--- src/rtl/tal_pkg.sv ---
package tal_pkg;
  typedef enum logic [1:0] {
    TAL_IDLE = 2'd0,
    TAL_REQ  = 2'd1,
    TAL_WAIT = 2'd2
  } tal_state_e;
endpackage

--- src/rtl/tal_check.sv ---
module tal_check #(
  parameter int XLEN   = 64,
  parameter int ADDR_W = 48,
  parameter int LEN_W  = 12,
  parameter int TAG_W  = 4,
  parameter logic [TAG_W-1:0] TAG_INLINE = 4'b1010
) (
  input  logic [XLEN-1:0]   ref_i,
  input  logic [XLEN-1:0]   index_i,
  output logic [ADDR_W-1:0] base_o,
  output logic              pass_o
);
  localparam int LEN_LO = ADDR_W;
  localparam int TAG_LO = ADDR_W + LEN_W;

  logic [TAG_W-1:0] tag;
  logic [LEN_W-1:0] count;
  logic             tag_ok;
  logic             idx_ok;

  always_comb begin
    tag    = ref_i[TAG_LO +: TAG_W];
    count  = ref_i[LEN_LO +: LEN_W];
    base_o = ref_i[ADDR_W-1:0];
    tag_ok = (tag == TAG_INLINE);
    idx_ok = (index_i < {{(XLEN-LEN_W){1'b0}}, count});
    pass_o = tag_ok && idx_ok;
  end
endmodule

--- src/rtl/tal_agu.sv ---
module tal_agu #(
  parameter int ADDR_W     = 48,
  parameter int ELEM_SHIFT = 2
) (
  input  logic [ADDR_W-1:0] base_i,
  input  logic [ADDR_W-1:0] index_i,
  output logic [ADDR_W-1:0] addr_o
);
  always_comb begin
    addr_o = base_i + (index_i << ELEM_SHIFT);
  end
endmodule

--- src/rtl/tal_ctrl.sv ---
module tal_ctrl
  import tal_pkg::*;
#(
  parameter int XLEN   = 64,
  parameter int ADDR_W = 48,
  parameter int ELEM_W = 32,
  parameter int RD_W   = 5
) (
  input  logic              clk,
  input  logic              rst_n,
  input  logic              op_valid,
  input  logic              pass,
  input  logic [ADDR_W-1:0] addr_in,
  input  logic [ADDR_W-1:0] target_in,
  input  logic [RD_W-1:0]   rd_in,
  output logic              busy,
  output logic              mem_req_valid,
  input  logic              mem_req_ready,
  output logic [ADDR_W-1:0] mem_req_addr,
  input  logic              mem_rsp_valid,
  input  logic [ELEM_W-1:0] mem_rsp_data,
  output logic              wb_valid,
  output logic [RD_W-1:0]   wb_rd,
  output logic [XLEN-1:0]   wb_data,
  output logic              redir_valid,
  output logic [ADDR_W-1:0] redir_target
);
  tal_state_e        state_q, state_d;
  logic [ADDR_W-1:0] addr_q;
  logic [RD_W-1:0]   rd_q;
  logic [ADDR_W-1:0] redir_t_q;
  logic              redir_v_q, redir_v_d;
  logic              wb_v_q, wb_v_d;
  logic [RD_W-1:0]   wb_rd_q;
  logic [XLEN-1:0]   wb_d_q;

  logic accept, take_load, take_redir, req_fire, rsp_fire;

  always_comb begin
    accept     = op_valid && (state_q == TAL_IDLE);
    take_load  = accept && pass;
    take_redir = accept && !pass;
    req_fire   = (state_q == TAL_REQ) && mem_req_ready;
    rsp_fire   = (state_q == TAL_WAIT) && mem_rsp_valid;
    redir_v_d  = take_redir;
    wb_v_d     = rsp_fire;
    state_d    = state_q;
    unique case (state_q)
      TAL_IDLE: if (take_load) state_d = TAL_REQ;
      TAL_REQ:  if (req_fire)  state_d = TAL_WAIT;
      TAL_WAIT: if (rsp_fire)  state_d = TAL_IDLE;
      default:                 state_d = TAL_IDLE;
    endcase
  end

  always_ff @(posedge clk or negedge rst_n) begin
    if (!rst_n) begin
      state_q   <= TAL_IDLE;
      redir_v_q <= 1'b0;
      wb_v_q    <= 1'b0;
    end else begin
      state_q   <= state_d;
      redir_v_q <= redir_v_d;
      wb_v_q    <= wb_v_d;
    end
  end

  always_ff @(posedge clk or negedge rst_n) begin
    if (!rst_n) begin
      addr_q <= '0;
      rd_q   <= '0;
    end else if (take_load) begin
      addr_q <= addr_in;
      rd_q   <= rd_in;
    end
  end

  always_ff @(posedge clk or negedge rst_n) begin
    if (!rst_n) begin
      redir_t_q <= '0;
    end else if (take_redir) begin
      redir_t_q <= target_in;
    end
  end

  always_ff @(posedge clk or negedge rst_n) begin
    if (!rst_n) begin
      wb_rd_q <= '0;
      wb_d_q  <= '0;
    end else if (rsp_fire) begin
      wb_rd_q <= rd_q;
      wb_d_q  <= {{(XLEN-ELEM_W){mem_rsp_data[ELEM_W-1]}}, mem_rsp_data};
    end
  end

  always_comb begin
    busy          = (state_q != TAL_IDLE);
    mem_req_valid = (state_q == TAL_REQ);
    mem_req_addr  = addr_q;
    redir_valid   = redir_v_q;
    redir_target  = redir_t_q;
    wb_valid      = wb_v_q;
    wb_rd         = wb_rd_q;
    wb_data       = wb_d_q;
  end
endmodule

--- src/rtl/tagged_array_load.sv ---
module tagged_array_load #(
  parameter int XLEN       = 64,
  parameter int ADDR_W     = 48,
  parameter int LEN_W      = 12,
  parameter int TAG_W      = 4,
  parameter logic [TAG_W-1:0] TAG_INLINE = 4'b1010,
  parameter int ELEM_SHIFT = 2,
  parameter int ELEM_W     = 32,
  parameter int RD_W       = 5
) (
  input  logic              clk,
  input  logic              rst_n,
  input  logic              op_valid,
  input  logic [XLEN-1:0]   op_ref,
  input  logic [XLEN-1:0]   op_index,
  input  logic [ADDR_W-1:0] op_target,
  input  logic [RD_W-1:0]   op_rd,
  output logic              busy,
  output logic              mem_req_valid,
  input  logic              mem_req_ready,
  output logic [ADDR_W-1:0] mem_req_addr,
  input  logic              mem_rsp_valid,
  input  logic [ELEM_W-1:0] mem_rsp_data,
  output logic              wb_valid,
  output logic [RD_W-1:0]   wb_rd,
  output logic [XLEN-1:0]   wb_data,
  output logic              redir_valid,
  output logic [ADDR_W-1:0] redir_target
);
  logic [1:0]        rst_sync_q;
  logic              rst_sync_n;
  logic [ADDR_W-1:0] base;
  logic [ADDR_W-1:0] elem_addr;
  logic              pass;

  always_ff @(posedge clk or negedge rst_n) begin
    if (!rst_n) rst_sync_q <= 2'b00;
    else        rst_sync_q <= {rst_sync_q[0], 1'b1};
  end
  assign rst_sync_n = rst_sync_q[1];

  tal_check #(
    .XLEN(XLEN), .ADDR_W(ADDR_W), .LEN_W(LEN_W), .TAG_W(TAG_W),
    .TAG_INLINE(TAG_INLINE)
  ) u_check (
    .ref_i(op_ref), .index_i(op_index), .base_o(base), .pass_o(pass)
  );

  tal_agu #(.ADDR_W(ADDR_W), .ELEM_SHIFT(ELEM_SHIFT)) u_agu (
    .base_i(base), .index_i(op_index[ADDR_W-1:0]), .addr_o(elem_addr)
  );

  tal_ctrl #(
    .XLEN(XLEN), .ADDR_W(ADDR_W), .ELEM_W(ELEM_W), .RD_W(RD_W)
  ) u_ctrl (
    .clk(clk), .rst_n(rst_sync_n), .op_valid(op_valid), .pass(pass),
    .addr_in(elem_addr), .target_in(op_target), .rd_in(op_rd),
    .busy(busy), .mem_req_valid(mem_req_valid), .mem_req_ready(mem_req_ready),
    .mem_req_addr(mem_req_addr), .mem_rsp_valid(mem_rsp_valid),
    .mem_rsp_data(mem_rsp_data), .wb_valid(wb_valid), .wb_rd(wb_rd),
    .wb_data(wb_data), .redir_valid(redir_valid), .redir_target(redir_target)
  );
endmodule

--- config.mk ---
export PLATFORM = sky130hd
export DESIGN_NAME = tagged_array_load
export DESIGN_NICKNAME = d
export VERILOG_FILES = /design/src/rtl/tal_pkg.sv /design/src/rtl/tal_check.sv /design/src/rtl/tal_agu.sv /design/src/rtl/tal_ctrl.sv /design/src/rtl/tagged_array_load.sv
export SDC_FILE = /design/constraint.sdc
export NUM_CORES = 1
export LEC_CHECK = 0
export ABC_AREA = 1
export BUFFER_PORTS_ARGS = -buffer_cell sky130_fd_sc_hd__buf_2
export CAP_MARGIN = 20
export CORE_AREA = 5 5 154 156
export CTS_CLUSTER_SIZE = 28
export DETAILED_ROUTE_END_ITERATION = 8
export DIE_AREA = 0 0 159 161
export GPL_TIMING_DRIVEN = 1
export PLACE_DENSITY = 0.85
export SYNTH_ARGS = -nofsm -noshare
export SYNTH_HDL_FRONTEND = slang
export SYNTH_SLANG_ARGS = --single-unit
--- constraint.sdc ---
create_clock -name clk -period 4.4 [get_ports clk]
set_input_delay 0.22 -clock clk [delete_from_list [all_inputs] [get_ports clk]]
set_output_delay 0.22 -clock clk [all_outputs]
set_load 0.005 [all_outputs]
==> out/results.tsv <==
stage	metric	value	unit
run_status	status	finished, final reports clean	
worst_setup_path	crit_path_max_incr_delay	0.45	ns
sta	slew_headroom	46.61	%
cts	cts_post_setup_buffers_inserted	0	
worst_setup_path	cp_cell_sequence	buf_2 > inv_1 > ha_1 > nand2_1 > nand2_1 > nor3_1 > nand3b_1 > nor2_2 > nand2_1 > nand2_2 > buf_4 > inv_2 > nand2_1 > nand2_1	
sta	final_hold_viol_count	0	
drt	ant_nets	0	
cts	postCtsResizedCells	0	
pwr	static-leakage-power	0.007748	uW
pwr	irDropWorstVdd	0.2226	mV
cts	cts_max_level	4	
drt	routed-via-count	10480	
worst_setup_path	criticalPathCategory	in -> reg	
drt	drt-total-wl	33460	um
cts	clock_path_buffers	2	
cts	worst_skew_pair.late_latency	0.40	ns
drt	drc_errors	0	
placement	io_buffer_count	386	
synth	syn_inst	1510	
worst_setup_path	path_max_fanout	49	
layout	layout.filler_cells	2171	
sta	clock_skew	0.006778	ns
drt	violation_count_after_the_first_detailed_route_iteration	718	
sta	worst_slew_pin_slew	0.8008	ns
sta	achievable-frequency	413.6	MHz
floorplanning	die_height	161	um
grt	grt-ovfl-total	0	
floorplanning	fp.dieArea	25600	um^2
sta	maxSlewViolCount	0	
synth	synthesis.area	9809	um^2
floorplanning	row_count	55	
layout	fin_nets	2150	
drt	drt_pre_antenna_iters	5	
cts	worst_setup_hold_path_clk_slew	0.06	ns
cts	cts_tree	built	
sta	setup-violations-final	0	
floorplanning	dieWidth	159	um
floorplanning	initial_utilization	44.13	%
cts	cts_root_buf	sky130_fd_sc_hd__clkbuf_16	
sta	final.period_utilization	54.95	%
synth	synthesis.yosys.warnings	0	
grt	grt_start_max_net_pins	83	
worst_setup_path	cp-end-kind	flop	
cts	tritoncts.num_buffers	17	
placement	place.gp.congestion	1.003	
sta	period_needed	2.418	ns
grt	grt_first_pass_wirelength	53010	um
worst_setup_path	crit_path_top_delay_cell	sky130_fd_sc_hd__inv_2	
synth	netlist-cell-type-count	29	
synth	postSynthAreaPerCell	6.496	um^2
layout	area_delta_synth_final	28.01	%
floorplanning	core_area	22230	um^2
layout	post_layout_nonfiller_instances	2172	
grt	number_of_global_route_vias_before_repair	10270	
grt	groute.usage.overall	25.36	%
placement	place.detailed.instances	2126	
synth	synth_nets	1785	
worst_setup_path	worst_ep_arrival_time	2.71	ns
cts	post_cts_hold_buffer_count	14	
floorplanning	boundaryPins	387	
pwr	p_per_area	316.2	nW/um^2
grt	antenna_found_initial	0	
worst_setup_path	critical_path_required	4.69	ns
placement	dp.final_hpwl	27500	um
sta	unrepaired_setup_endpoints_after_global_routing	no	
synth	seq_area_frac_synth	36.73	%
layout	final_layout_size_suffix_gt1_share	22.64	%
drt	routed_via_density	4.824	
flow_run	maxCapViolations	0	
synth	yosys_register_bits	144	
worst_setup_path	cp_common_cell	sky130_fd_sc_hd__nand2_1	
cts	cts_sinks	144	
sta	timing.setup.tns	0	ns
hold_path	worstHoldPathType	in -> reg	
drt	avgRoutedWirePerCell	15.40	um
worst_setup_path	critPathLaunchType	input pin	
[report_power, final]
group	leakage, uW	switching [uW]	internal [uW]
logic	0.00562	569	392
clock network	0.000293	570	950
registers	0.00184	71.1	1420
[registers in the layout, summed over array words and instances, names as in the netlist]
name	count
rst_sync_q	2
u_ctrl.mem_req_addr	48
u_ctrl.redir_target	48
u_ctrl.wb_data	32
u_ctrl.state_q	2
u_ctrl.wb_valid	1
u_ctrl.redir_valid	1
u_ctrl.wb_rd	5
u_ctrl.rd_q	5
[kinds of logic (layout without fill, tap and decap cells)]
kind of cell	after synthesis	count (layout)	share of synthesized area (%)
AOI/OAI and AO/OA	77	77	4.184
xor gates and xnor gates	26	26	2.321
adders and majority gates	57	57	7.347
buffers and inverters	287	663	12.68
DFF	144	144	36.73
other	1	2	0.03823
and+or+nand+nor	918	918	36.70
[metrics by stage]
| stage | setup slack, ns | cell area [um^2] | hold slack [ns] | power [uW] | util (%) |
|---|---|---|---|---|---|
| after floorplan | 0.09078 | 9809 | -0.07559 | 2083 | - |
| after global placement | 1.479 | 11760 | 0.005643 | 2444 | 52.92 |
| after detailed placement | 1.562 | 11790 | 0.007062 | 2462 | 53.05 |
| after CTS | 1.959 | 12540 | 0.0008131 | 4001 | 56.44 |
| after global routing | 1.709 | 12550 | 0.003831 | 4188 | 56.48 |
| final | 1.982 | 12560 | 0.01104 | 3971 | 56.49 |
[worst max-delay path: cells and delay by family]
kind	cells	cell delay (ns)
buffers and inverters	4	0.96
AND/OR/NAND/NOR	9	1.20
adder cells (fa/ha/maj)	1	0.30
[cell usage in the layout, fill, tap and decap left out, drive strengths merged]
cell type,count
a21oi,29
dlygate4sd3,15
clkinv,4
o21ai,38
nor4,2
nand3b,6
dfrtp,144
nor2,118
conb,1
nor3,5
o21bai,4
clkinvlp,2
xor2,3
clkbuf,18
o21a,4
nand4,9
diode,1
bufinv,4
nand3,70
o31ai,2
nand2,708
ha,56
fa,1
buf,391
inv,229
xnor2,23
[worst paths after layout]
path,depth (start not counted),to,from,slack (ns)
setup / recovery,14,u_ctrl.redir_target[41]$_DFFE_PN0P_,op_ref[59],1.98
hold / removal,3,u_ctrl.mem_req_addr[1]$_DFFE_PN0P_,op_ref[1],0.01
setup reg to reg,8,u_ctrl.redir_target[41]$_DFFE_PN0P_,u_ctrl.state_q[1]$_DFFE_PN0P_,2.25
hold reg to reg,0,rst_sync_q[1]$_DFF_PN0_,rst_sync_q[0]$_DFF_PN0_,0.36
max in group asynchronous,1,u_ctrl.wb_data[27]$_DFFE_PN0P_,rst_sync_q[1]$_DFF_PN0_,3.03
min in group asynchronous,2,rst_sync_q[0]$_DFF_PN0_,rst_n,0.14
[final cells by class]
cell class	count	area, um^2	share of cell area (%)
antenna	1	2.502	0.01993
inverter	227	852.1	6.786
tap	285	356.6	2.840
multi-input combinational	1079	4974	39.61
clock inverter	12	183.9	1.465
sequential	144	3607	28.73
clock buffer	18	429.2	3.418
timing repair buffer	406	2152	17.14
[per-layer routing]
layer / vias to the layer above / global-route usage, % / part of all wire, % / wire (um)
met4: 0 / 7.716 / 2.8 / 932
met3: 45 / 4.338 / 5.9 / 1979
met2: 386 / 44.49 / 49 / 16310
met5: - / 0 / 0 / 0
li1: 5266 / - / - / -
met1: 4781 / 32.12 / 43 / 14230
[synthesized netlist by cell type]
| master | count | area share, % |
|---|---|---|
| sky130_fd_sc_hd__conb_1 | 1 | 0.038 |
| sky130_fd_sc_hd__nand2_2 | 1 | 0.064 |
| sky130_fd_sc_hd__ha_1 | 56 | 7.1 |
| sky130_fd_sc_hd__buf_6 | 1 | 0.11 |
| sky130_fd_sc_hd__nor3_1 | 4 | 0.20 |
| sky130_fd_sc_hd__o31ai_1 | 2 | 0.15 |
| sky130_fd_sc_hd__inv_1 | 224 | 8.6 |
| sky130_fd_sc_hd__xnor2_1 | 23 | 2.1 |
| sky130_fd_sc_hd__nor4_1 | 2 | 0.13 |
| sky130_fd_sc_hd__buf_4 | 39 | 3.0 |
| sky130_fd_sc_hd__nand3_1 | 70 | 3.6 |
| sky130_fd_sc_hd__o21bai_1 | 4 | 0.31 |
| sky130_fd_sc_hd__nor3_2 | 1 | 0.10 |
| sky130_fd_sc_hd__nand3b_1 | 6 | 0.46 |
| sky130_fd_sc_hd__xor2_1 | 3 | 0.27 |
| sky130_fd_sc_hd__a21oi_1 | 29 | 1.5 |
| sky130_fd_sc_hd__clkinv_1 | 1 | 0.038 |
| sky130_fd_sc_hd__o21ai_1 | 19 | 0.97 |
| sky130_fd_sc_hd__o21a_1 | 4 | 0.31 |
| sky130_fd_sc_hd__o21ai_0 | 19 | 0.97 |
| sky130_fd_sc_hd__nand2_1 | 707 | 27 |
| sky130_fd_sc_hd__clkbuf_1 | 10 | 0.38 |
| sky130_fd_sc_hd__dfrtp_1 | 144 | 37 |
| sky130_fd_sc_hd__nor2_2 | 1 | 0.064 |
| sky130_fd_sc_hd__nand4_1 | 9 | 0.57 |
| sky130_fd_sc_hd__nor2_1 | 117 | 4.5 |
| sky130_fd_sc_hd__inv_2 | 2 | 0.077 |
| sky130_fd_sc_hd__buf_2 | 10 | 0.51 |
| sky130_fd_sc_hd__fa_1 | 1 | 0.20 |
Power figures use the tool's default switching activity.
